$ cat src/rtl/smc_pkg.sv
package smc_pkg;

  // Routing answer for one memory access
  typedef struct packed {
    logic rd_int;   // read served from shadow RAM
    logic wr_int;   // write lands in shadow RAM
    logic wr_dis;   // write dropped
  } route_t;

  localparam int unsigned DATA_W = 8;

endpackage

$ cat src/rtl/smc_io_port.sv
// Index/data port pair front end: index latch, strobe decode, read data register
module smc_io_port #(
  parameter int unsigned           IO_AW    = 16,
  parameter int unsigned           DW       = 8,
  parameter logic [IO_AW-1:0]      IDX_PORT = 'h22,
  parameter logic [IO_AW-1:0]      DAT_PORT = 'h24,
  parameter logic [DW-1:0]         IDLE_VAL = '1
) (
  input  logic             clk,
  input  logic             rst,
  input  logic [IO_AW-1:0] io_addr,
  input  logic [DW-1:0]    io_wdata,
  input  logic             io_wr,
  input  logic             io_rd,
  input  logic [DW-1:0]    cur_byte,
  output logic [DW-1:0]    index,
  output logic             dat_we,
  output logic [DW-1:0]    io_rdata
);

  logic hit_idx, hit_dat;

  always_comb begin
    hit_idx = (io_addr == IDX_PORT);
    hit_dat = (io_addr == DAT_PORT);
    dat_we  = io_wr && hit_dat;
  end

  always_ff @(posedge clk) begin
    if (rst) begin
      index <= '0;
    end else if (io_wr && hit_idx) begin
      index <= io_wdata;
    end
  end

  always_ff @(posedge clk) begin
    if (rst) begin
      io_rdata <= IDLE_VAL;
    end else if (io_rd) begin
      io_rdata <= hit_dat ? cur_byte : IDLE_VAL;
    end
  end

endmodule

$ cat src/rtl/smc_regfile.sv
// Indexed configuration byte array with per-entry reset values and taps
module smc_regfile #(
  parameter int unsigned   DW        = 8,
  parameter int unsigned   NREG      = 256,
  parameter int unsigned   NGRP      = 3,
  parameter int unsigned   REG_BIOS  = 'h23,
  parameter int unsigned   REG_GRP_HI= 'h24,
  parameter int unsigned   REG_WP    = 'h27,
  parameter logic [DW-1:0] BIOS_RST  = 'h40,
  localparam int unsigned  IW        = $clog2(NREG)
) (
  input  logic                     clk,
  input  logic                     rst,
  input  logic [IW-1:0]            index,
  input  logic                     we,
  input  logic [DW-1:0]            wdata,
  output logic [DW-1:0]            cur_byte,
  output logic [DW-1:0]            bios_cfg,
  output logic [DW-1:0]            wp_cfg,
  output logic [NGRP-1:0][DW-1:0]  grp_cfg
);

  logic [DW-1:0] regs [NREG];

  function automatic logic [DW-1:0] rst_val(int unsigned k);
    return (k == REG_BIOS) ? BIOS_RST : '0;
  endfunction

  always_ff @(posedge clk) begin
    if (rst) begin
      for (int unsigned k = 0; k < NREG; k++) begin
        regs[k] <= rst_val(k);
      end
    end else if (we) begin
      regs[index] <= wdata;
    end
  end

  always_comb begin
    cur_byte = regs[index];
    bios_cfg = regs[REG_BIOS];
    wp_cfg   = regs[REG_WP];
  end

  // Group 0 is the lowest 64 KB group; its control byte is the highest index
  for (genvar g = 0; g < NGRP; g++) begin : g_tap
    assign grp_cfg[g] = regs[REG_GRP_HI + NGRP - 1 - g];
  end

endmodule

$ cat src/rtl/smc_decode.sv
// Combinational address-to-route decode for the upper groups of the map
module smc_decode
  import smc_pkg::*;
#(
  parameter int unsigned DW         = 8,
  parameter int unsigned AW         = 20,
  parameter int unsigned GRP_W      = 16,
  parameter int unsigned SEG_W      = 14,
  parameter int unsigned NGRP       = 3,
  parameter int unsigned WP_LSB     = 4,
  parameter int unsigned BIOS_RD_BIT= 6,
  localparam int unsigned TAG_W     = AW - GRP_W,
  localparam int unsigned SI_W      = GRP_W - SEG_W,
  localparam int unsigned NSEG      = 1 << SI_W,
  localparam int unsigned TOP_GRP   = (1 << TAG_W) - 1,
  localparam int unsigned FIRST_GRP = TOP_GRP - NGRP
) (
  input  logic [AW-1:0]           mem_addr,
  input  logic [DW-1:0]           bios_cfg,
  input  logic [DW-1:0]           wp_cfg,
  input  logic [NGRP-1:0][DW-1:0] grp_cfg,
  output route_t                  route
);

  logic [TAG_W-1:0] tag;
  logic [SI_W-1:0]  seg;
  logic [NGRP-1:0]  hit;
  route_t           grp_route [NGRP];
  route_t           top_route;

  assign tag = mem_addr[AW-1:GRP_W];
  assign seg = mem_addr[GRP_W-1:SEG_W];

  for (genvar g = 0; g < NGRP; g++) begin : g_grp
    logic prot;
    assign hit[g] = (tag == TAG_W'(FIRST_GRP + g));
    assign prot   = wp_cfg[WP_LSB + g];
    always_comb begin
      grp_route[g].rd_int = grp_cfg[g][NSEG + 32'(seg)];
      grp_route[g].wr_dis = prot;
      grp_route[g].wr_int = !prot && grp_cfg[g][seg];
    end
  end

  always_comb begin
    top_route.rd_int = !bios_cfg[BIOS_RD_BIT];
    top_route.wr_dis = wp_cfg[WP_LSB + NGRP];
    top_route.wr_int = !wp_cfg[WP_LSB + NGRP];
  end

  always_comb begin
    route = '0;
    if (tag == TAG_W'(TOP_GRP)) begin
      route = top_route;
    end
    for (int g = 0; g < NGRP; g++) begin
      if (hit[g]) route = grp_route[g];
    end
  end

endmodule

$ cat src/rtl/shadow_map_ctrl.sv
// Shadow memory region controller top
module shadow_map_ctrl
  import smc_pkg::*;
#(
  parameter int unsigned IO_AW      = 16,
  parameter int unsigned AW         = 20,
  parameter int unsigned NREG       = 256,
  parameter int unsigned NGRP       = 3,
  parameter int unsigned IDX_PORT   = 'h22,
  parameter int unsigned DAT_PORT   = 'h24,
  parameter int unsigned REG_BIOS   = 'h23,
  parameter int unsigned REG_GRP_HI = 'h24,
  parameter int unsigned REG_WP     = 'h27,
  localparam int unsigned DW        = DATA_W,
  localparam int unsigned IW        = $clog2(NREG)
) (
  input  logic             clk,
  input  logic             rst,
  input  logic [IO_AW-1:0] io_addr,
  input  logic [DW-1:0]    io_wdata,
  input  logic             io_wr,
  input  logic             io_rd,
  output logic [DW-1:0]    io_rdata,
  input  logic [AW-1:0]    mem_addr,
  output logic             rd_internal,
  output logic             wr_internal,
  output logic             wr_disabled
);

  logic [DW-1:0]           index;
  logic                    dat_we;
  logic [DW-1:0]           cur_byte;
  logic [DW-1:0]           bios_cfg;
  logic [DW-1:0]           wp_cfg;
  logic [NGRP-1:0][DW-1:0] grp_cfg;
  route_t                  route;

  smc_io_port #(
    .IO_AW   (IO_AW),
    .DW      (DW),
    .IDX_PORT(IO_AW'(IDX_PORT)),
    .DAT_PORT(IO_AW'(DAT_PORT)),
    .IDLE_VAL('1)
  ) u_io (
    .clk     (clk),
    .rst     (rst),
    .io_addr (io_addr),
    .io_wdata(io_wdata),
    .io_wr   (io_wr),
    .io_rd   (io_rd),
    .cur_byte(cur_byte),
    .index   (index),
    .dat_we  (dat_we),
    .io_rdata(io_rdata)
  );

  smc_regfile #(
    .DW        (DW),
    .NREG      (NREG),
    .NGRP      (NGRP),
    .REG_BIOS  (REG_BIOS),
    .REG_GRP_HI(REG_GRP_HI),
    .REG_WP    (REG_WP),
    .BIOS_RST  ('h40)
  ) u_rf (
    .clk     (clk),
    .rst     (rst),
    .index   (index[IW-1:0]),
    .we      (dat_we),
    .wdata   (io_wdata),
    .cur_byte(cur_byte),
    .bios_cfg(bios_cfg),
    .wp_cfg  (wp_cfg),
    .grp_cfg (grp_cfg)
  );

  smc_decode #(
    .DW  (DW),
    .AW  (AW),
    .NGRP(NGRP)
  ) u_dec (
    .mem_addr(mem_addr),
    .bios_cfg(bios_cfg),
    .wp_cfg  (wp_cfg),
    .grp_cfg (grp_cfg),
    .route   (route)
  );

  assign rd_internal = route.rd_int;
  assign wr_internal = route.wr_int;
  assign wr_disabled = route.wr_dis;

endmodule

$ cat config.mk
export PLATFORM = sky130hd
export DESIGN_NAME = shadow_map_ctrl
export DESIGN_NICKNAME = d
export VERILOG_FILES = /design/src/rtl/smc_pkg.sv /design/src/rtl/smc_io_port.sv /design/src/rtl/smc_regfile.sv /design/src/rtl/smc_decode.sv /design/src/rtl/shadow_map_ctrl.sv
export SDC_FILE = /design/constraint.sdc
export NUM_CORES = 2
export LEC_CHECK = 0
export BUFFER_PORTS_ARGS = -buffer_cell sky130_fd_sc_hd__buf_2
export CORE_MARGIN = 5
export CORE_UTILIZATION = 63
export CTS_CLUSTER_SIZE = 24
export DETAILED_ROUTE_END_ITERATION = 10
export HOLD_SLACK_MARGIN = 0.1
export PLACE_DENSITY = 0.79
export SLEW_MARGIN = 20
export SYNTH_ARGS = -nofsm -noshare
export SYNTH_HDL_FRONTEND = slang
export SYNTH_HIERARCHICAL = 1
export SYNTH_SLANG_ARGS = --single-unit
$ cat constraint.sdc
create_clock -name clk -period 4.05 [get_ports clk]
set_clock_uncertainty 0.05 [all_clocks]
set_input_delay 1.215 -clock clk [delete_from_list [all_inputs] [get_ports clk]]
set_output_delay 1.215 -clock clk [all_outputs]
set_load 0.01 [all_outputs]
==> out/metrics.cfg <==
[outcome]
outcome=finished clean

[worst_setup_path]
max_stage_delay_ns=0.86
path_cells=buf_4 > mux4_2 > a22oi_1 > a21oi_1 > o41ai_1 > nand4_1 > o22a_1
start_kind=flip-flop
crit_family=compound AO/OA/AOI/OAI gates
worst-path-max-fanout=17
worstSetupPathType=flip-flop to flip-flop
cp.required_ns=4.70
worstSetupEndpointType=flip-flop
worstRegToRegCells=7
cp.depth=7
critPathArrivalTime_ns=4.66
path_buf_inv=1
crit_slowest_cell=dfxtp_4

[timing]
worstMarginPinSlew_ns=0.999
rsz0062_at_grt=false
maxSlewViolCount=0
fmax_mhz=249
hold_viol=0
maxSlewHeadroom=0.332
fin_crit_sh=0.990
setup_viol=0
timing.setup.tns_ns=0
min_period_ns=4.01
fin_ws_ns=0.0416

[synth]
mappedNetlistNets=6230
synth-edff-count=2048
synth_warnings=6
synth_seq_cells=2064
async_flop_share=0
synth_cell_types=36
ys.flop_type=edfxtp_1
syn-cell-area_mm2=0.0946
synth_cells=6182
synth.yosys.seq_area_share=0.653
syn_area_per_cell_um2=15.3

[finish]
drive_gt1_frac=0.242
final_common_cell=edfxtp_1
fill_cells=8997
final_area_mm2=0.107
nNetsFinal=6433
layout_common_cells=edfxtp_1 (2048), and2_1 (1922), mux4_2 (515)
areaGrowthSynthToFinish_pct=12.7
finalNonFillerCells=8572

[die]
initial_core_util=0.632
row_count=142
die_w_um=398
fp.dieH_um=398
io_pins=59
coreArea_mm2=0.150
die_area_mm2=0.158

[routing]
wl_per_cell_um=27.6
vias_per_cell=6.46
dr_total_vias=55400
dr.first_iter.drc_count=7361
routed_wl_um=237000
drc=0
antenna_left=0
first_pass_iters=5

[power_and_ir_drop]
ir_drop_mv=0.434
leakagePower_uw=0.0372
p_per_area_mw_per_mm2=425
power_uw=45300

[global_routing]
antenna_found_initial=5
grt_pass1_wl_um=354000
track_usage=0.301
grt_start_max_net_pins=145
grt.overflow.total=0
grt_pass1_vias=55300

[clock_network]
cts_setup_buffers=0
cts_root_buf=clkbuf_16
clock_sinks=2064
cts_buffers=198
max-clock-path-buffers=3
cts-hold-fix-buffers=0
cts_tree=built
clk_pin_slew_ns=0.06
cts_resized=0
cts.htree.levels=4
clock_latency_ns=0.83

[place]
portBuffers=44
place.gp.congestion=0.884
place_inst=8201
post-place-ws_ns=-0.179
dpl-instance-area_mm2=0.100
dpl.hpwl_um=148000

[min_path]
holdPathStages=1
hold_path_class=flip-flop to flip-flop

[flow_run]
maxCapViolCount=0

==> per-layer routing <==
layer / global-route usage / vias to the layer above / routed length [um]
li1: - / 23400 / -
met1: 0.421 / 28100 / 88700
met2: 0.471 / 3330 / 112000
met3: 0.0651 / 562 / 25900
met4: 0.119 / 2 / 10000
met5: 0 / - / 11
==> cell families after synthesis <==
logic type / count (synthesis) / share of synthesized area
simple gates: 2646 / 0.167
flops: 2064 / 0.653
mux: 529 / 0.125
buf+inv: 499 / 0.0221
compound gates: 444 / 0.0323
==> Yosys cell counts, types with 2 or more instances <==
library cell,n,area (um2)
nor2b_1,7,43.8
dfxtp_1,16,320
a21o_1,16,120
buf_2,40,200
nand2_1,32,120
o41ai_1,32,280
or2_2,244,1530
nor2_1,259,972
inv_1,4,15.0
mux4_1,4,105
edfxtp_1,2048,61500
nor3_2,2,20.0
nand4_1,9,56.3
o22ai_1,2,12.5
and3_1,129,807
buf_4,12,90.1
nor2_2,5,31.3
mux2i_1,10,100
buf_1,36,135
nor4_1,2,12.5
buf_6,16,180
mux4_2,515,11600
and2_1,1923,12000
nand2b_1,22,138
nand3b_1,2,15.0
a21oi_1,129,646
clkbuf_1,391,1470
nand3_1,5,25.0
o22a_1,8,70.1
a22oi_1,256,1920
==> sequential cells by signal (all words and copies together) (netlist names) <==
signal         flops
u_io/index         8
u_io/io_rdata      8
u_rf/regs       2048
==> final timing paths <==
path | from | to | slack, ns
worst min-delay path | u_io/io_rdata[0] | u_io/io_rdata[0] | 0.43
worst max-delay path | u_io/index[0] | u_io/io_rdata[6] | 0.04
worst max register to register | u_io/index[0] | u_io/io_rdata[6] | 0.04
worst min register to register | u_io/io_rdata[0] | u_io/io_rdata[0] | 0.43
==> area by class of cell <==
class / instances / area [um2] / area share
Timing Repair Buffer: 498 / 4870 / 0.0457
Sequential cell: 2064 / 61800 / 0.580
Clock buffer: 234 / 5200 / 0.0487
Clock inverter: 132 / 1440 / 0.0135
Inverter: 4 / 15.0 / 0.000141
Antenna cell: 5 / 12.5 / 0.000117
Tap cell: 2016 / 2520 / 0.0236
Multi-Input combinational cell: 3619 / 30800 / 0.289
==> power by group <==
group	internal (uW)	total, uW	switching (uW)
combinational	550	1580	1030
clock	11000	19000	7940
sequential	24400	24800	344
total	36000	45300	9310
==> per-stage QoR <==
stage	utilization	hold WS [ns]
after CTS	0.713	0.431
after global routing	0.713	0.453
after detailed placement	0.669	0.417
after floorplan	-	0.405
after global placement	0.669	0.409
final	0.713	0.428
Power figures use the tool's default switching activity.
